===== src/rtl/cpusel_pkg.sv =====
package cpusel_pkg;

    localparam int PRE_W       = 2;
    localparam int DIV_W       = 6;
    localparam int RAT_W       = 3;
    localparam int N_BUS       = 3;
    localparam int N_SRC       = 1 << PRE_W;
    localparam int DRAIN_TICKS = 2;

    localparam int BIT_SEL  = 10;
    localparam int BIT_FSEL = 11;
    localparam int BIT_EN   = 26;
    localparam int BIT_BUSY = 28;
    localparam int BANK1_BASE = 16;
    localparam int RAT_BASE   = 3;

    typedef struct packed {
        logic [PRE_W-1:0] pre;
        logic             post;
        logic [DIV_W-1:0] div;
    } bank_cfg_t;

    typedef enum logic [1:0] {
        ST_IDLE  = 2'd0,
        ST_DRAIN = 2'd1,
        ST_ARM   = 2'd2
    } sw_state_e;

    function automatic int bank_base(input logic idx);
        return idx ? BANK1_BASE : 0;
    endfunction

    function automatic bank_cfg_t unpack_bank(input logic [31:0] w, input logic idx);
        bank_cfg_t r;
        int b;
        b = bank_base(idx);
        r.pre  = w[b +: PRE_W];
        r.post = w[b + 2];
        r.div  = w[b + 4 +: DIV_W];
        return r;
    endfunction

    function automatic logic [31:0] pack_bank(input bank_cfg_t c, input logic idx);
        logic [31:0] w;
        int b;
        b = bank_base(idx);
        w = '0;
        w[b +: PRE_W]     = c.pre;
        w[b + 2]          = c.post;
        w[b + 4 +: DIV_W] = c.div;
        return w;
    endfunction

endpackage


===== src/rtl/cpusel_bank_div.sv =====
module cpusel_bank_div
    import cpusel_pkg::*;
(
    input  logic             clk,
    input  logic             rst_n,
    input  logic             active,
    input  bank_cfg_t        cfg,
    input  logic [N_SRC-1:0] src_vec,
    output logic             src_hit,
    output logic             ce
);

    logic [DIV_W-1:0] cnt_q;
    logic             at_end;

    assign src_hit = src_vec[cfg.pre];
    assign at_end  = (cnt_q == cfg.div);
    assign ce      = src_hit && (!cfg.post || at_end);

    always_ff @(posedge clk or negedge rst_n) begin
        if (!rst_n) begin
            cnt_q <= '0;
        end else if (!active) begin
            cnt_q <= '0;
        end else if (src_hit) begin
            if (!cfg.post || at_end)
                cnt_q <= '0;
            else
                cnt_q <= cnt_q + 1'b1;
        end
    end

    // divider count never passes the divider field of the running bank
    p_div_bound_r5: assert property (@(posedge clk) disable iff (!rst_n)
        (active && cfg.post) |-> (cnt_q <= cfg.div));

endmodule


===== src/rtl/cpusel_switch_fsm.sv =====
module cpusel_switch_fsm
    import cpusel_pkg::*;
#(
    parameter int DRAIN_N = DRAIN_TICKS
) (
    input  logic clk,
    input  logic rst_n,
    input  logic start,
    input  logic old_hit,
    output logic busy,
    output logic gate_on,
    output logic active_bank
);

    localparam int CNT_W = $clog2(DRAIN_N) + 1;

    sw_state_e       state_q, state_d;
    logic [CNT_W-1:0] dcnt_q, dcnt_d;
    logic             active_q, active_d;

    always_comb begin
        state_d  = state_q;
        dcnt_d   = dcnt_q;
        active_d = active_q;
        unique case (state_q)
            ST_IDLE: begin
                if (start) begin
                    state_d = ST_DRAIN;
                    dcnt_d  = '0;
                end
            end
            ST_DRAIN: begin
                if (old_hit) begin
                    if (dcnt_q == CNT_W'(DRAIN_N - 1)) begin
                        state_d  = ST_ARM;
                        active_d = !active_q;
                        dcnt_d   = '0;
                    end else begin
                        dcnt_d = dcnt_q + 1'b1;
                    end
                end
            end
            ST_ARM: begin
                state_d = ST_IDLE;
            end
            default: begin
                state_d = ST_IDLE;
            end
        endcase
    end

    always_ff @(posedge clk or negedge rst_n) begin
        if (!rst_n) begin
            state_q  <= ST_IDLE;
            dcnt_q   <= '0;
            active_q <= 1'b0;
        end else begin
            state_q  <= state_d;
            dcnt_q   <= dcnt_d;
            active_q <= active_d;
        end
    end

    always_comb begin
        busy        = (state_q != ST_IDLE);
        gate_on     = (state_q != ST_DRAIN);
        active_bank = active_q;
    end

    // a switch request raises busy on the following cycle
    p_busy_rise_r8: assert property (@(posedge clk) disable iff (!rst_n)
        (start && state_q == ST_IDLE) |=> (state_q == ST_DRAIN));

    // the arm state lasts exactly one cycle
    p_arm_one_cycle_r8: assert property (@(posedge clk) disable iff (!rst_n)
        (state_q == ST_ARM) |=> (state_q == ST_IDLE));

    // the running bank only changes when draining ends
    p_active_moves_r8: assert property (@(posedge clk) disable iff (!rst_n)
        !$stable(active_q) |-> (state_q == ST_ARM));

endmodule


===== src/rtl/cpusel_ratio_div.sv =====
module cpusel_ratio_div
    import cpusel_pkg::*;
(
    input  logic             clk,
    input  logic             rst_n,
    input  logic             clr,
    input  logic             ce_in,
    input  logic [RAT_W-1:0] field,
    output logic             tick
);

    localparam int CNT_W = RAT_W + 1;

    logic [CNT_W-1:0] cnt_q;
    logic [CNT_W-1:0] lim;

    assign lim  = {1'b0, field} + 1'b1;
    assign tick = ce_in && (cnt_q == lim);

    always_ff @(posedge clk or negedge rst_n) begin
        if (!rst_n) begin
            cnt_q <= '0;
        end else if (clr) begin
            cnt_q <= '0;
        end else if (ce_in) begin
            if (cnt_q == lim)
                cnt_q <= '0;
            else
                cnt_q <= cnt_q + 1'b1;
        end
    end

    // the ratio count stays within the programmed ratio
    p_cnt_bound_r10: assert property (@(posedge clk) disable iff (!rst_n)
        cnt_q <= lim);

endmodule


===== src/rtl/cpu_clk_select.sv =====
module cpu_clk_select
    import cpusel_pkg::*;
(
    input  logic        clk,
    input  logic        rst_n,
    input  logic        xtal_tick,
    input  logic        fix_half_tick,
    input  logic        fix_third_tick,
    input  logic        pll_tick,
    input  logic        wr_en,
    input  logic        wr_addr,
    input  logic [31:0] wr_data,
    output logic [31:0] ctrl_rd,
    output logic [31:0] ratio_rd,
    output logic        busy,
    output logic        cpu_tick,
    output logic [2:0]  bus_tick
);

    logic             en_q, fsel_q, sel_q;
    bank_cfg_t        bank_q [2];
    logic [RAT_W-1:0] rat_q [N_BUS];

    logic             wr_ctrl, wr_ratio, start;
    logic [N_SRC-1:0] src_vec;
    logic [1:0]       bank_hit, bank_ce;
    logic             gate_on, active_bank;

    assign wr_ctrl  = wr_en && !wr_addr;
    assign wr_ratio = wr_en &&  wr_addr;
    assign start    = wr_ctrl && !busy && (wr_data[BIT_SEL] != sel_q);
    assign src_vec  = {xtal_tick, fix_third_tick, fix_half_tick, xtal_tick};

    always_ff @(posedge clk or negedge rst_n) begin
        if (!rst_n) begin
            en_q      <= 1'b1;
            fsel_q    <= 1'b0;
            sel_q     <= 1'b0;
            bank_q[0] <= '0;
            bank_q[1] <= '0;
        end else if (wr_ctrl) begin
            en_q   <= wr_data[BIT_EN];
            fsel_q <= wr_data[BIT_FSEL];
            if (!busy) begin
                bank_q[!sel_q] <= unpack_bank(wr_data, !sel_q);
                sel_q          <= wr_data[BIT_SEL];
            end
        end
    end

    always_ff @(posedge clk or negedge rst_n) begin
        if (!rst_n) begin
            for (int i = 0; i < N_BUS; i++) rat_q[i] <= '0;
        end else if (wr_ratio) begin
            for (int i = 0; i < N_BUS; i++)
                rat_q[i] <= wr_data[RAT_BASE + RAT_W*i +: RAT_W];
        end
    end

    genvar gb;
    generate
        for (gb = 0; gb < 2; gb++) begin : g_bank
            cpusel_bank_div u_div (
                .clk     (clk),
                .rst_n   (rst_n),
                .active  (active_bank == 1'(gb)),
                .cfg     (bank_q[gb]),
                .src_vec (src_vec),
                .src_hit (bank_hit[gb]),
                .ce      (bank_ce[gb])
            );
        end
    endgenerate

    cpusel_switch_fsm u_fsm (
        .clk         (clk),
        .rst_n       (rst_n),
        .start       (start),
        .old_hit     (bank_hit[active_bank]),
        .busy        (busy),
        .gate_on     (gate_on),
        .active_bank (active_bank)
    );

    always_comb begin
        if (!en_q)
            cpu_tick = 1'b0;
        else if (fsel_q)
            cpu_tick = pll_tick;
        else
            cpu_tick = gate_on && bank_ce[active_bank];
    end

    genvar gr;
    generate
        for (gr = 0; gr < N_BUS; gr++) begin : g_bus
            cpusel_ratio_div u_rat (
                .clk   (clk),
                .rst_n (rst_n),
                .clr   (wr_ratio),
                .ce_in (cpu_tick),
                .field (rat_q[gr]),
                .tick  (bus_tick[gr])
            );
        end
    endgenerate

    always_comb begin
        ctrl_rd = pack_bank(bank_q[0], 1'b0) | pack_bank(bank_q[1], 1'b1);
        ctrl_rd[BIT_SEL]  = sel_q;
        ctrl_rd[BIT_FSEL] = fsel_q;
        ctrl_rd[BIT_EN]   = en_q;
        ctrl_rd[BIT_BUSY] = busy;
        ratio_rd = '0;
        for (int i = 0; i < N_BUS; i++)
            ratio_rd[RAT_BASE + RAT_W*i +: RAT_W] = rat_q[i];
    end

    // bank contents and the requested bank hold while a switch runs
    p_frozen_busy_r9: assert property (@(posedge clk) disable iff (!rst_n)
        busy |=> ($stable(bank_q[0]) && $stable(bank_q[1]) && $stable(sel_q)));

    // outside a switch the running bank is the requested bank
    p_active_matches_r7: assert property (@(posedge clk) disable iff (!rst_n)
        !busy |-> (active_bank == sel_q));

endmodule


===== config.mk =====
export PLATFORM = sky130hd
export DESIGN_NAME = cpu_clk_select
export DESIGN_NICKNAME = d
export VERILOG_FILES = /design/src/rtl/cpusel_pkg.sv /design/src/rtl/cpusel_bank_div.sv /design/src/rtl/cpusel_switch_fsm.sv /design/src/rtl/cpusel_ratio_div.sv /design/src/rtl/cpu_clk_select.sv
export SDC_FILE = /design/constraint.sdc
export NUM_CORES = 1
export LEC_CHECK = 0
export ABC_AREA = 1
export CORE_AREA = 2 2 81 83
export DETAILED_ROUTE_END_ITERATION = 10
export DIE_AREA = 0 0 83 85
export DONT_BUFFER_PORTS = 1
export PLACE_DENSITY = 0.71
export SKIP_CTS_REPAIR_TIMING = 1
export SKIP_LAST_GASP = 1
export SLEW_MARGIN = 5
export SYNTH_ARGS = -nofsm -noshare
export SYNTH_HDL_FRONTEND = slang
export SYNTH_SLANG_ARGS = --single-unit

===== constraint.sdc =====
create_clock -name clk -period 3.45 [get_ports clk]
set_input_delay 0.69 -clock clk [delete_from_list [all_inputs] [get_ports clk]]
set_output_delay 0.69 -clock clk [all_outputs]
set_load 0.1 [all_outputs]

Word level (Yosys, flattened, before mapping)
Cells that the tools add are included.

cells by class
  add/sub/neg operators = 11
  $lt $le $gt $ge = 6
  equality and inequality tests = 13
  shift-type cells = 2
  mux-type cells = 40
  bitwise logic cells = 3
  reductions and logical operators = 28

operators with widths
  cell                                                                   count
  4-bit 2-to-1 mux                                                       9
  6-bit 2-to-1 mux                                                       6
  32-bit by 6-bit variable part select with 2-bit output                 1
  32-bit by 7-bit variable part select with 6-bit output                 1
  10-bit by 26-bit OR with 26-bit output                                 1
  18-bit bitwise mux                                                     1
  3-bit by 1-bit adder with 4-bit output (second input constant)         3
  4-bit by 1-bit adder with 4-bit output (second input constant)         3
  6-bit by 1-bit adder with 6-bit output (second input constant)         2
  4-bit equality test                                                    3
  6-bit equality test                                                    2
  2-bit 2-to-1 mux                                                       6
  1-bit logical AND                                                      11
  1-bit 2-to-1 mux                                                       10
  9-bit demux with 1-bit select                                          1
  9-bit 2-to-1 mux                                                       1
  3-bit AND reduction                                                    3
  2-bit one-hot mux with 2 select lines                                  2
  2-bit nonzero test                                                     4
  5-bit by 2-bit adder with 6-bit output (second input constant)         1
  5-bit by 3-bit adder with 6-bit output (second input constant)         1
  1-bit zero test                                                        6
  2-bit by 3-bit < comparator with 1-bit output (second input constant)  2
  6-bit < comparator (second input constant)                             1
  other kinds (16)                                                       22

storage, ports and cells
  register bits = 59
  logic and storage cells = 123

Depth between registers and ports, before layout
Gate-level depths: netlist of run 1.

  word-level depth = 10
  mapped depth = 14
  depth with buffers taken out = 13

Cells and area by module
A second synthesis of run 1 with hierarchy kept.

second synthesis, totals
  cells, all modules = 538
  area, all modules = 3838.7 µm²

modules (own cells, without submodules)
  module             instances  cells an instance  area each (µm²)
  cpu_clk_select     1          187                1555.2
  cpusel_bank_div    2          84                 533.0
  cpusel_ratio_div   3          51                 324.1
  cpusel_switch_fsm  1          30                 245.2

Least setup slack after synthesis of run 1
No wires, ideal clock.

  path kind = reg2out
  from = register bank_q[2] (netlist name)
  to = output port cpu_tick
  data arrival time = 2.503 ns
  setup slack = 0.257 ns
  cell stages (with the launch flop) = 14
  path buffers = 1
  cell sequence = dfrtp_1 inv_1 nand2_1 nand2_1 nor2_1 nand3_1 nand2_1 nand2_1 nand2_1 nand2_2 nand2_4 nand2_4 buf_6 inv_1

between the ends
  cells in the longest elaborated chain, start to end = 8

RTL lines
  item                                                  line                   text
  start, declared                                       cpu_clk_select.sv:21   bank_cfg_t bank_q [2];
  start signal, assigned by index                       cpu_clk_select.sv:45   bank_q[!sel_q] <= unpack_bank(wr_data, !sel_q);
  6-bit equality test                                   cpusel_bank_div.sv:17  assign at_end = (cnt_q == cfg.div);
  1-bit logical OR                                      cpusel_bank_div.sv:18  assign ce = src_hit && (!cfg.post || at_end);
  1-bit logical AND                                     cpusel_bank_div.sv:18
  1-bit 2-to-1 mux (not written as such) (2 in series)  cpu_clk_select.sv:91   cpu_tick = gate_on && bank_ce[active_bank];
  1-bit logical AND                                     cpu_clk_select.sv:91
  1-bit 2-to-1 mux                                      cpu_clk_select.sv:88   else if (fsel_q)
  1-bit 2-to-1 mux                                      cpu_clk_select.sv:86   if (!en_q)
  end, declared                                         cpu_clk_select.sv:16   output logic cpu_tick,

No other way between the ends. The select of a mux whose other input is x is not followed.

Worst setup path after layout of run 1
  from = register g_bank[1].u_div.cnt_q[2]
  to = output port bus_tick[2]

between the ends
  cells in the longest elaborated chain, start to end = 9

RTL lines
  item                                                  line                    text
  start, declared                                       cpusel_bank_div.sv:13   logic [DIV_W-1:0] cnt_q;
  start signal, assigned                                cpusel_bank_div.sv:29   cnt_q <= cnt_q + 1'b1;
  6-bit equality test                                   cpusel_bank_div.sv:17
  1-bit logical OR                                      cpusel_bank_div.sv:18
  1-bit logical AND                                     cpusel_bank_div.sv:18
  1-bit 2-to-1 mux (not written as such) (2 in series)  cpu_clk_select.sv:91
  1-bit logical AND                                     cpu_clk_select.sv:91
  1-bit 2-to-1 mux                                      cpu_clk_select.sv:88
  1-bit 2-to-1 mux                                      cpu_clk_select.sv:86
  1-bit logical AND                                     cpusel_ratio_div.sv:18  assign tick = ce_in && (cnt_q == lim);
  end, declared                                         cpu_clk_select.sv:17    output logic [2:0] bus_tick

No other way between the ends. The select of a mux whose other input is x is not followed.

==> impl.org, run 1 <==
** Status
- Status :: finished clean

** Worst setup path
- R2r endpoint :: g_bus[2].u_rat.cnt_q[3]$_DFFE_PN0P_
- The critical path is of the reg2out type.
- WP data arrival :: 2.24 ns
- Broken down by cell family, the worst path's largest delay share belongs to simple AND/OR/NAND/NOR gates.
- STA classifies the critical path endpoint as a primary output.
- Required arrival time at the worst endpoint :: 2.76 ns
- The worst setup path is launched from a flop.
- In this design, the critical path's most frequently occurring cell is sky130_fd_sc_hd__nand2_1.
- Along the worst path, the maximum fanout reaches 16.
- The slowest stage of the critical path belongs to the cell sky130_fd_sc_hd__dfrtp_1.
- Setup slack on the worst reg-to-reg path comes out at 1.65 ns.
- CP Buf/Inv Count :: 2
- Critical register-to-register path startpoint :: ratio_rd[9]$_DFFE_PN0P_
- R2R depth :: 8
- Maximum cell stage delay along the critical path :: 0.43 ns
- The critical path goes through inv_2 > nand2_1 > nand2_1 > nor2_1 > nand3_1 > nand2_1 > nand2_1 > nand2_1 > nand2_2 > nand2_4 > nand2_4 > nor2_2 > buf_12.

** Job
- Max cap viols :: 0

** Clocking
- In this run, CTS created clock tree buffers numbering 9.
- Clock slew at reported path FFs :: 0.07 ns
- The clock passes through at most 2 buffers.
- Sink Count :: 59
- H-tree Lvls :: 3
- Insertion delay to the later sink of the worst-skew pair :: 0.35 ns
- Root cell of the clock tree :: sky130_fd_sc_hd__clkbuf_8
- CTS tree :: done

** Route
- The count of nets left with antenna violations once routing finished came out at 0.
- Mean routed wirelength per cell :: 13.2 um
- Dividing the detail-routed via count by the number of cells gives 5.09.
- In this run, the number of DRC markers left after iteration 0 of detailed routing was 218.
- Before antenna repair, the detailed router went through 4 iterations.
- In the routed design, unresolved DRC markers number 0.
- Wires add up to 7.48 mm.
- The final route contains 2879 vias.

** GRT
- Entering global routing, the biggest net connects 60 pins.
- Number of global-route vias before repair :: 2658
- Overflow after GRT :: 0
- The first global-routing pass estimated 12.4 mm of wire.
- Gr usage total :: 22.2%
- The initial antenna violation count came to 0.

** Synthesis
- Summed over all instances, the cell type with the most area after synthesis is sky130_fd_sc_hd__dfrtp_1.
- Number of different library cells in the post-synthesis netlist :: 29
- In the synthesized netlist, the cells that appear most often are sky130_fd_sc_hd__nand2_1, sky130_fd_sc_hd__dfrtp_1, sky130_fd_sc_hd__inv_1.
- Top cell type's share of synthesized area :: 40.8%
- In the post-synthesis netlist, the biggest area contributors are sky130_fd_sc_hd__dfrtp_1, sky130_fd_sc_hd__nand2_1, sky130_fd_sc_hd__buf_4.
- Post-Synthesis Mean Instance Area :: 7.84 um^2
- Number of enable flip-flop cells after synthesis :: 0
- Synthesis Warnings :: 0
- Synthesized area :: 0.00356 mm^2
- In the post-synthesis netlist, the cell with the most instances is sky130_fd_sc_hd__nand2_1.
- Share of flip-flops with an asynchronous set or reset :: 100%
- After synthesis, flip-flops and latches occupy 41.5% of the total area.
- Counting every instance in the synthesized netlist gives 454.
- In the synthesized netlist the dominant register cell turns out to be sky130_fd_sc_hd__dfrtp_1.
- In this run, synthesis produced a sequential element count of 59.

** Finish
- Post-route insts no fill :: 566
- After the last flow step, the layout net total stands at 532.
- Area growth from synthesis to layout :: 11.3%
- Sequential cell area :: 0.00148 mm^2
- Fill cell instance count of the final layout :: 561
- In the final layout, the multi-input gates occupy 0.00163 mm^2.
- The number of antenna diodes in the final layout is 0.
- Share of cells above drive strength 1 :: 14.7%

** Floorplan
- Starting Density :: 57.4%
- The floorplan step set the die width to 83 um.
- After floorplanning, the core was sized to cover 0.00620 mm^2.
- The die is 85 um tall.
- Die area :: 0.00706 mm^2
- 109 I/O pins were placed.
- Number of core rows :: 29

** Power
- In this run switching power makes up 56.8% of total power.
- Across the VDD grid, the largest voltage drop is 0.681 mV.
- Pint :: 1.75 mW
- Clock group share of total power :: 16.7%
- Proportion of power drawn by combinational gates :: 56.1%
- Overall power consumption after layout is estimated at 4.05 mW.
- Sequential share of power :: 27.2%
- In this run the power spent charging and discharging nets is 2.30 mW.
- Dividing total power by cell area gives a power density of 1020 mW/mm^2.
- Static leakage :: 2.12 nW

** STA
- Based on the critical path, the design can be clocked at up to 341 MHz.
- Final Skew :: 0.0112 ns
- Slack of the critical path :: 0.519 ns
- Hold Vio Cnt, Final :: 0
- Tcrit/Tclk final :: 85.0%
- The worst pin sits at a relative slew slack of 40.0%.
- Max-slew violations :: 0
- Setup Viol. Count Final :: 0
- Clock period minus worst slack :: 2.93 ns
- Summed over all failing endpoints, the final setup total negative slack is 0 ns.
- Setup repair after global routing missed its margin :: no
- For the pin with the worst max-slew slack, the measured transition is 0.898 ns.

** Placement
- The congestion estimate from routability-driven global placement came to 0.855.
- Placement Setup Slack :: 0.735 ns
- Number of buffers added on ports :: 0
- Once placement completed, the tool counted placed cells totaling 550.
- Summed over all nets, the half-perimeter wirelength after detailed placement is 5.37 mm.

** Worst hold path
- The worst hold path belongs to the class in2async.
-- flip-flops by register name, indices dropped and copies added (netlist names) --
signal	cells
u_fsm.state_q	2
g_bank.u_div.cnt_q	12
ratio_rd	9
sel_q	1
g_bus.u_rat.cnt_q	12
fsel_q	1
en_q	1
u_fsm.dcnt_q	2
u_fsm.active_bank	1
bank_q	18
-- worst max-delay path by stage --
| stage | start | to | slack (ns) | cells after the start |
|---|---|---|---|---|
| finish | g_bank[1].u_div.cnt_q[2]$_DFFE_PN0P_ | bus_tick[2] | 0.52 | 13 |
| global route | g_bank[0].u_div.cnt_q[2]$_DFFE_PN0P_ | bus_tick[0] | 0.36 | 13 |
| CTS | g_bank[1].u_div.cnt_q[2]$_DFFE_PN0P_ | bus_tick[2] | 0.53 | 13 |
| floorplan | bank_q[2]$_DFFE_PN0P_ | cpu_tick | 0.26 | 13 |
| detailed placement | xtal_tick | bus_tick[2] | 0.73 | 11 |
| global placement | xtal_tick | bus_tick[1] | 0.76 | 11 |
-- cells in the final DEF, fill, tap and decap left out --
cell                         count
sky130_fd_sc_hd__nand2_1       123
sky130_fd_sc_hd__dfrtp_1        58
sky130_fd_sc_hd__inv_1          57
sky130_fd_sc_hd__conb_1         33
sky130_fd_sc_hd__buf_4          32
sky130_fd_sc_hd__nand3_1        25
sky130_fd_sc_hd__o21ai_0        24
sky130_fd_sc_hd__nor2_1         23
sky130_fd_sc_hd__xor2_1         18
sky130_fd_sc_hd__nand4_1        12
sky130_fd_sc_hd__clkbuf_8       12
sky130_fd_sc_hd__o22ai_1        10
sky130_fd_sc_hd__xnor2_1         9
sky130_fd_sc_hd__ha_1            8
sky130_fd_sc_hd__a21oi_1         7
sky130_fd_sc_hd__nand3_2         6
sky130_fd_sc_hd__nor2_2          4
sky130_fd_sc_hd__buf_12          4
sky130_fd_sc_hd__inv_2           3
sky130_fd_sc_hd__nor4_1          3
sky130_fd_sc_hd__nor3_1          3
sky130_fd_sc_hd__o211ai_1        3
sky130_fd_sc_hd__nand2_4         2
sky130_fd_sc_hd__mux2_2          2
sky130_fd_sc_hd__clkinv_2        2
sky130_fd_sc_hd__nand2_2         1
sky130_fd_sc_hd__o21ai_1         1
sky130_fd_sc_hd__or2_2           1
sky130_fd_sc_hd__clkinvlp_4      1
sky130_fd_sc_hd__bufinv_16       1
sky130_fd_sc_hd__dfstp_2         1
-- power by group through the flow --
stage	sequential [mW]	combinational, mW	clock [mW]
finish	1.10	2.27	0.676
global route	1.13	2.41	0.714
CTS	1.10	2.28	0.682
detailed placement	1.11	2.27	0
global placement	1.10	2.23	0
floorplan	1.89	1.12	0
-- logic make-up after synthesis --
logic type	count (synthesis)	synth area share, %
flops	59	41.5
simple gates	203	25.3
xor+xnor	27	6.64
buf+inv	109	16.1
compound gates	45	6.89
fa+ha+maj	8	2.81
mux	2	0.632
other cells	1	0.105
-- cell type report --
class	count	area share (%)
clock buffer	12	4.17
clock inverter	4	1.20
inverter	60	5.68
multi-input combinational	318	41.1
sequential	59	37.3
tap	77	2.43
timing repair buffer	36	8.08
-- worst reg2reg max path, cell delays in order, from the launching register on --
cell                      delay [ns]
sky130_fd_sc_hd__dfrtp_1        0.36
sky130_fd_sc_hd__buf_4          0.32
sky130_fd_sc_hd__nand3_1        0.16
sky130_fd_sc_hd__nand2_1        0.09
sky130_fd_sc_hd__inv_1          0.04
sky130_fd_sc_hd__nor4_1         0.36
sky130_fd_sc_hd__nor2_1         0.17
sky130_fd_sc_hd__nand4_1        0.13
sky130_fd_sc_hd__nand2_1        0.06
-- stage by stage --
stage | utilization (%) | hold slack (ns) | cell area [um^2]
2_1_floorplan | - | 0.394 | 3680
5_1_grt | 63.9 | 0.0116 | 3960
6_report | 63.9 | 0.0252 | 3960
3_5_place_dp | 60.4 | 0.395 | 3750
3_3_place_gp | 60.4 | 0.396 | 3750
4_1_cts | 63.9 | 0.0124 | 3960
-- metal layers --
metal	vias to the layer above	track usage [%]	share of wire, %	wire, um
met4	0	9.09	1.8	131
li1	1429	-	-	-
met2	94	36.1	48	3580
met5	-	0	0	0
met3	12	4.96	5.1	381
met1	1344	29.0	45	3380
(Power assumes the default switching activity.)
==> run 2, diff against run 1 <==
Settings changed: CORE_AREA 2 2 81 83 to 2 2 82 84, DIE_AREA 0 0 83 85 to 0 0 84 86, PLACE_DENSITY 0.71 to 0.73.
Clock period 3.45 ns to 2.4 ns, I/O delays scaled along.
==> run 2 against run 1 <==
Compared with the run above: the flow now finishes with violations (negative hold slack, negative setup slack); critical path depth shrank 1; cell area grew 7.3%; clock skew shrank 0.0011 ns; critical endpoint is now bus_tick[0]; largest power group unchanged.
==> impl.org, run 2 (synthesized netlist as in run 1, its figures left out) <==
** STA
- The final-report hold violation count was 1 (was 0).
- Slew at the pin closest to its max-slew limit :: 0.601 ns (was 0.898 ns)
- Relative max-transition margin :: 59.9% (was 40.0%)
- Setup repair after global routing missed its margin :: yes (was no)
- Maximum frequency from static timing analysis :: 394 MHz
- Tcrit/Tclk final :: 106%
- Clock period minus worst slack :: 2.54 ns
- The clock skew after layout came to 0.0102 ns (was 0.0112 ns).
- The final count of negative-setup-slack endpoints is 4 (was 0).
- The worst hold slack across all endpoints was -0.00250 ns (was 0.0252 ns).
- The final worst-path setup slack is -0.135 ns (was 0.519 ns).
- The final count of pins violating max slew is 0 (unchanged).

** GRT
- Overflow after GRT :: 0 (unchanged)
- The overall track demand over capacity in global routing is 22.5% (was 22.2%).
- Number of global-route vias before repair :: 2850 (was 2658)
- The maximum number of pins on one net before global-route repair came to 60 (unchanged).
- Global-route wire length before repair :: 12.9 mm (was 12.4 mm)
- The initial antenna violation count is 0 (unchanged).

** Finish
- Layout Utilization :: 67.7% (was 63.9%)
- The leading cell type in the layout, fill and taps excluded was sky130_fd_sc_hd__nand2_1 (unchanged).
- Registers with the most flip-flops :: bank_q: 18 flops, g_bank.u_div.cnt_q: 12 flops, g_bus.u_rat.cnt_q: 12 flops (unchanged)
- Antenna diode count :: 0 (unchanged)
- Fill cell instance count of the final layout :: 507 (was 561)
- Share of cells above drive strength 1 :: 26.3% (was 14.7%)
- The finished layout cell area was 0.00425 mm^2 (was 0.00396 mm^2).
- The final layout net count was 545 (was 532).
- The area growth from synthesis to final layout was 19.4% (was 11.3%).
- Most frequent cells in the layout: sky130_fd_sc_hd__nand2_1, sky130_fd_sc_hd__inv_1, sky130_fd_sc_hd__buf_4 (was sky130_fd_sc_hd__nand2_1, sky130_fd_sc_hd__dfrtp_1, sky130_fd_sc_hd__inv_1).
- The register with the highest flop count is bank_q (unchanged).
- Largest register FFs :: 18 (unchanged)

** Worst hold path
- The path category of the worst min-delay check is in2async (unchanged).

** Route
- The number of vias per cell was 5.09 (about the same).
- The via count came to 2948 (was 2879).
- Total DRC errors in the routed layout :: 0 (unchanged)
- The mean routed wirelength per cell came to 13.6 um (was 13.2 um).
- DRT Wirelength :: 7.87 mm (was 7.48 mm)
- Antenna viol nets, final :: 0 (unchanged)
- The number of search-and-repair iterations in the first detailed-routing pass is 4 (unchanged).
- The DRC violation total after the first TritonRoute iteration came to 181 (was 218).

** Floorplan
- I/O pins :: 109 (unchanged)
- Vertical die dimension :: 86 um (was 85 um)
- The area of the core is 0.00628 mm^2 (was 0.00620 mm^2).
- Starting Density :: 56.7% (was 57.4%)
- Die area :: 0.00722 mm^2 (was 0.00706 mm^2)
- The horizontal die dimension came to 84 um (was 83 um).
- The placement row count came to 29 (unchanged).

** Placement
- The quantity of I/O buffers inserted on ports came to 0 (unchanged).
- The pre-CTS setup slack is 0.118 ns (was 0.735 ns).
- Placed cell area :: 0.00387 mm^2 (was 0.00375 mm^2)
- The post-detailed-placement half-perimeter wirelength was 5.52 mm (was 5.37 mm).
- The final estimated routing congestion in global placement came to 0.842 (was 0.855).

** Worst setup path
- Maximum cell stage delay along the critical path :: 0.48 ns (was 0.43 ns)
- Required arrival time at the worst endpoint :: 1.92 ns (was 2.76 ns)
- The element type at the critical path end was a primary output (unchanged).
- Startpoint-to-endpoint class of the critical path :: reg2out (unchanged)
- Crit path max-delay cell type :: sky130_fd_sc_hd__dfrtp_4 (was sky130_fd_sc_hd__dfrtp_1)
- The nature of the critical path startpoint is a flop (unchanged).
- Worst path cell trace: nand2_1 > nand2_1 > nor2_2 > nand3_2 > nand2_1 > nand2_1 > nand2_2 > nand2_2 > nand2_4 > nand2_8 > nor2_4 > buf_12 (was inv_2 > nand2_1 > nand2_1 > nor2_1 > nand3_1 > nand2_1 > nand2_1 > nand2_1 > nand2_2 > nand2_4 > nand2_4 > nor2_2 > buf_12).
- The cell repeated most along the worst path is sky130_fd_sc_hd__nand2_1 (unchanged).
- The arrival time reported for the critical path endpoint came to 2.06 ns (was 2.24 ns).
- The largest fanout on the critical path was 8 (was 16).

** Power
- The largest voltage drop on the vdd net is 1.33 mV (was 0.681 mV).
- Sequential share of power :: 27.4% (was 27.2%)
- The combinational share of power is 59.1% (was 56.1%).
- The clock share of power is 13.4% (was 16.7%).
- Pint :: 2.61 mW (was 1.75 mW)
- The total power of the final layout came to 6.06 mW (was 4.05 mW).
- The switching power total was 3.44 mW (was 2.30 mW).
- The total leakage power is 2.14 nW (was 2.12 nW).
- The power density over the cells came to 1420 mW/mm^2 (was 1020 mW/mm^2).
- The switching power as a share of total power came to 56.9% (was 56.8%).

** Clocking
- Insertion delay to the later sink of the worst-skew pair :: 0.34 ns (was 0.35 ns)
- The H-tree depth reported by CTS came to 3 (unchanged).
- The total CTS buffers is 9 (unchanged).
- The maximum clock insertion buffer count came to 2 (unchanged).
- Sink Count :: 59 (unchanged)
- The root buffer selected by CTS was sky130_fd_sc_hd__clkbuf_8 (unchanged).
- Clock slew at reported path FFs :: 0.07 ns (about the same)
- The TritonCTS clock tree is done (unchanged).

** Job
- The max capacitance violation total came to 0 (unchanged).

** Status
- Violations in the final reports :: negative hold slack, negative setup slack
- Status :: finished with violations (was finished clean)
run 2: changes by cell type in the layout (fill, tap and decap cells not counted), moves of 2 or more:
cell,before,now
sky130_fd_sc_hd__nor4_4,0,2
sky130_fd_sc_hd__nand2_2,1,5
sky130_fd_sc_hd__inv_1,57,54
sky130_fd_sc_hd__dfrtp_2,0,10
sky130_fd_sc_hd__clkinv_2,2,4
sky130_fd_sc_hd__nor2_1,23,19
sky130_fd_sc_hd__nand2_1,123,119
sky130_fd_sc_hd__nor4_1,3,0
sky130_fd_sc_hd__nor2_4,0,4
sky130_fd_sc_hd__inv_2,3,5
sky130_fd_sc_hd__dfrtp_4,0,20
sky130_fd_sc_hd__buf_4,32,43
sky130_fd_sc_hd__dfrtp_1,58,28
run 2: cell type report:
cell class              count  area (um^2)  area share [%]
clock inverters             5         27.5           0.647
inverters                  60          229            5.39
well taps                  77         96.3            2.27
clock buffers              11          151            3.56
multi-input cells         318         1740            40.9
repair buffers             49          442            10.4
flip-flops and latches     59         1570            36.8
run 2: stage by stage:
step / cells / hold slack (ns) / TNS (ns)
after floorplan: 486 / 0.184 / 0
after global placement: 555 / 0.186 / 0
after detailed placement: 555 / 0.185 / 0
after CTS: 571 / -0.185 / -0.869
after global routing: 579 / 0.00856 / -1.01
final: 579 / -0.00250 / -0.480
run 2: worst max-delay path: cells and delay by family, from the launching register on:
kind,cells,cell delay [ns]
buffers and inverters,1,0.18
AND/OR/NAND/NOR,11,1.05
flip-flops,1,0.48
run 2: worst paths after layout:
path | end | depth (start not counted) | slack [ns] | start
max in group asynchronous | en_q$_DFFE_PN1P_ | 1 | 2.11 | rst_n
worst max register to register | g_bus[0].u_rat.cnt_q[3]$_DFFE_PN0P_ | 13 | 0.56 | bank_q[5]$_DFFE_PN0P_
min in group clk | ratio_rd[11]$_DFFE_PN0P_ | 2 | 0.25 | wr_data[11]
worst min-delay path | g_bank[1].u_div.cnt_q[1]$_DFFE_PN0P_ | 1 | -0.003 | rst_n
worst min register to register | u_fsm.dcnt_q[1]$_DFFE_PN0P_ | 2 | 0.51 | u_fsm.dcnt_q[1]$_DFFE_PN0P_
worst max-delay path | bus_tick[0] | 12 | -0.14 | bank_q[5]$_DFFE_PN0P_
run 2: power by group through the flow:
| stage | clock, mW | combinational (mW) | sequential [mW] |
|---|---|---|---|
| finish | 0.815 | 3.58 | 1.66 |
| global route | 0.880 | 3.81 | 1.71 |
| CTS | 0.831 | 3.36 | 1.64 |
| detailed placement | 0 | 3.34 | 1.65 |
| global placement | 0 | 3.29 | 1.64 |
| floorplan | 0 | 1.60 | 2.82 |
run 2: routing by layer:
metal	vias up	GRT usage, %	share of wire [%]
met3	16	7.80	6.6
met2	102	36.8	50
met5	-	0	0
li1	1450	-	-
met4	0	8.06	1.9
met1	1380	28.0	42
==> run 3, diff against run 2 <==
Settings changed: ABC_CLOCK_PERIOD_IN_PS from default to 2400, TNS_END_PERCENT from default to 5.
==> run 3 against run 2 <==
Compared with the run above: critical path type unchanged; the flow finishes with violations (negative setup slack); cell area rose by 2.4%; non-clock buffer count rose by 3; sequential share of layout area fell by 0.89 points.
==> impl.org, run 3 (synthesized netlist as in run 1, its figures left out) <==
** Status
- Status :: finished with violations (unchanged)
- Violations in the final reports: negative setup slack (was negative hold slack, negative setup slack).

** STA
- The final count of pins violating max slew is 0 (unchanged).
- Tcrit/Tclk final :: 104% (was 106%)
- Final Skew :: 0.00737 ns (was 0.0102 ns)
- Maximum frequency from static timing analysis :: 400 MHz (was 394 MHz)
- The tightest slew margin relative to the limit came to 60.0% (was 59.9%).
- Setup repair after global routing missed its margin :: yes (unchanged)
- Slack of the critical path :: -0.0981 ns (was -0.135 ns)
- The final count of negative-setup-slack endpoints came to 4 (unchanged).
- The post-route minimum period is 2.50 ns (was 2.54 ns).
- Total Negative Setup Slacks :: -0.330 ns (was -0.480 ns)
- The slew at the pin with the worst max-slew slack was 0.599 ns (was 0.601 ns).
- The final-report hold violation count was 0 (was 1).

** Clocking
- The clock latency on the worst-skew pair is 0.34 ns (about the same).
- The root buffer selected by CTS is sky130_fd_sc_hd__clkbuf_8 (unchanged).
- Clock slew at reported path FFs :: 0.06 ns (was 0.07 ns)
- CTS tree :: done (unchanged)
- Number of CTS-inserted buffers :: 9 (unchanged)
- The maximum clock insertion buffer count is 2 (unchanged).
- Sink Count :: 59 (unchanged)
- H-tree Lvls :: 3 (unchanged)

** Placement
- Detailed-placement wirelength estimate :: 5.38 mm (was 5.52 mm)
- The quantity of I/O buffers inserted on ports came to 0 (unchanged).
- The final estimated routing congestion in global placement is 0.836 (was 0.842).
- Inst Count DP :: 555 (unchanged)

** Route
- The count of nets left with antenna violations after detail routing came to 0 (unchanged).
- The number of search-and-repair iterations in the first detailed-routing pass is 4 (unchanged).
- Via total after detailed routing :: 2927 (was 2948)
- The number of vias per cell was 5.03 (was 5.09).
- The final routed wirelength across all metal layers came to 7.91 mm (was 7.87 mm).
- Total DRC errors in the routed layout :: 0 (unchanged)
- Mean routed wirelength per cell :: 13.6 um (about the same)
- DR iter-0 viols :: 147 (was 181)

** Worst setup path
- The arrival time reported for the critical path endpoint is 2.02 ns (was 2.06 ns).
- The required arrival time at the worst endpoint came to 1.92 ns (about the same).
- Critical Path End Type :: primary output (unchanged)
- The largest fanout on the critical path came to 8 (unchanged).
- Startpoint-to-endpoint class of the critical path :: reg2out (unchanged)
- The nature of the critical path startpoint is a flop (unchanged).

** GRT
- The global-route wire length before repair is 12.6 mm (was 12.9 mm).
- Number of global-route vias before repair :: 2758 (was 2850)
- Gr usage total :: 22.0% (was 22.5%)
- Maximum number of pins on one net before global-route repair :: 60 (unchanged)
- Initial antenna violation count :: 0 (unchanged)
- Overflow after GRT :: 0 (unchanged)

** Finish
- Largest register FFs :: 18 (unchanged)
- The register with the highest flop count is bank_q (unchanged).
- Most frequent cells in the layout :: sky130_fd_sc_hd__nand2_1, sky130_fd_sc_hd__inv_1, sky130_fd_sc_hd__buf_4 (unchanged)
- The final layout net count came to 548 (was 545).
- Area growth from synthesis to layout :: 22.2% (was 19.4%)
- Layout Utilization :: 69.3% (was 67.7%)
- Post-route insts no fill :: 582 (was 579)
- Most common cell after layout, fill and taps aside :: sky130_fd_sc_hd__nand2_1 (unchanged)
- Share of cells above drive strength 1 :: 29.1% (was 26.3%)
- Registers with the most flip-flops :: bank_q: 18 flops, g_bank.u_div.cnt_q: 12 flops, g_bus.u_rat.cnt_q: 12 flops (unchanged)
- Antenna diode count :: 0 (unchanged)

** Floorplan
- The placement row count was 29 (unchanged).
- I/O pins :: 109 (unchanged)
- Horizontal die dimension :: 84 um (unchanged)
- The area of the core is 0.00628 mm^2 (unchanged).
- The initial core utilization came to 56.7% (unchanged).
- The die outline area is 0.00722 mm^2 (unchanged).
- The vertical die dimension came to 86 um (unchanged).

** Job
- Max cap viols :: 0 (unchanged)

** Power
- The total leakage power was 2.17 nW (was 2.14 nW).
- The total power of the final layout came to 6.27 mW (was 6.06 mW).
- Worst voltage drop across the vdd grid :: 1.20 mV (was 1.33 mV)
- P per Cell Area :: 1440 mW/mm^2 (was 1420 mW/mm^2)

** Worst hold path
- Class of the worst hold path :: in2async (unchanged)
run 3: cell types whose count changed in the layout (fill, tap and decap cells not counted), sizes merged:
cell	before	now
buf	49	52
bufinv	0	1
clkbuf	11	15
clkinv	4	0
clkinvlp	2	1
run 3: per-stage QoR:
step / setup WS [ns] / cell area [um^2] / hold slack (ns)
6_report: -0.0981 / 4350 / 0.00818
5_1_grt: -0.262 / 4350 / 0.00268
4_1_cts: -0.255 / 4090 / -0.184
3_5_place_dp: 0.122 / 3870 / 0.186
3_3_place_gp: 0.149 / 3870 / 0.186
2_1_floorplan: -0.00360 / 3770 / 0.184
run 3: layout make-up:
class                      count  area [um^2]
clock inverter                 1         30.0
sequential                    59         1560
fill                         478         1920
inverter                      60          231
clock buffer                  15          186
timing repair buffer          52          480
tap                           77         96.3
multi-input combinational    318         1760
run 3: path summary, 6_finish.rpt:
check                                 startpoint  slack, ns                                   to  cells after the start
max                        bank_q[9]$_DFFE_PN0P_       -0.1                          bus_tick[0]                     12
min                                        rst_n      0.008                bank_q[1]$_DFFE_PN0P_                      1
max reg2reg                bank_q[9]$_DFFE_PN0P_       0.61  g_bus[1].u_rat.cnt_q[3]$_DFFE_PN0P_                     13
min reg2reg                     en_q$_DFFE_PN1P_       0.52                     en_q$_DFFE_PN1P_                      2
max in group asynchronous                  rst_n       2.10                     en_q$_DFFE_PN1P_                      1
min in group clk                      wr_data[3]       0.25              ratio_rd[3]$_DFFE_PN0P_                      2
run 3: where the power goes:
part / switching [mW] / total, mW / internal [mW]
Sequential: 0.322 / 1.68 / 1.36
Combinational: 2.75 / 3.61 / 0.858
Clock: 0.384 / 0.979 / 0.595
Total: 3.46 / 6.27 / 2.81
run 3: critical path: stages, from the launching register on:
cell and delay, ns:
sky130_fd_sc_hd__dfrtp_4 0.49, sky130_fd_sc_hd__nor2_4 0.07, sky130_fd_sc_hd__nor2_1 0.04, sky130_fd_sc_hd__nor2_1 0.10, sky130_fd_sc_hd__nand3_1 0.13, sky130_fd_sc_hd__nand2_1 0.13, sky130_fd_sc_hd__nand2_2 0.07, sky130_fd_sc_hd__nand2_2 0.08
sky130_fd_sc_hd__nand2_2 0.06, sky130_fd_sc_hd__nand2_4 0.08, sky130_fd_sc_hd__nand2_8 0.09, sky130_fd_sc_hd__nor2_4 0.15, sky130_fd_sc_hd__buf_12 0.18
run 3: layer usage:
layer	vias up	global-route usage, %	share of wire [%]
met5	-	0	0
met4	0	9.53	1.7
met3	14	6.35	6.1
met2	95	35.0	49
met1	1358	28.3	44
li1	1460	-	-
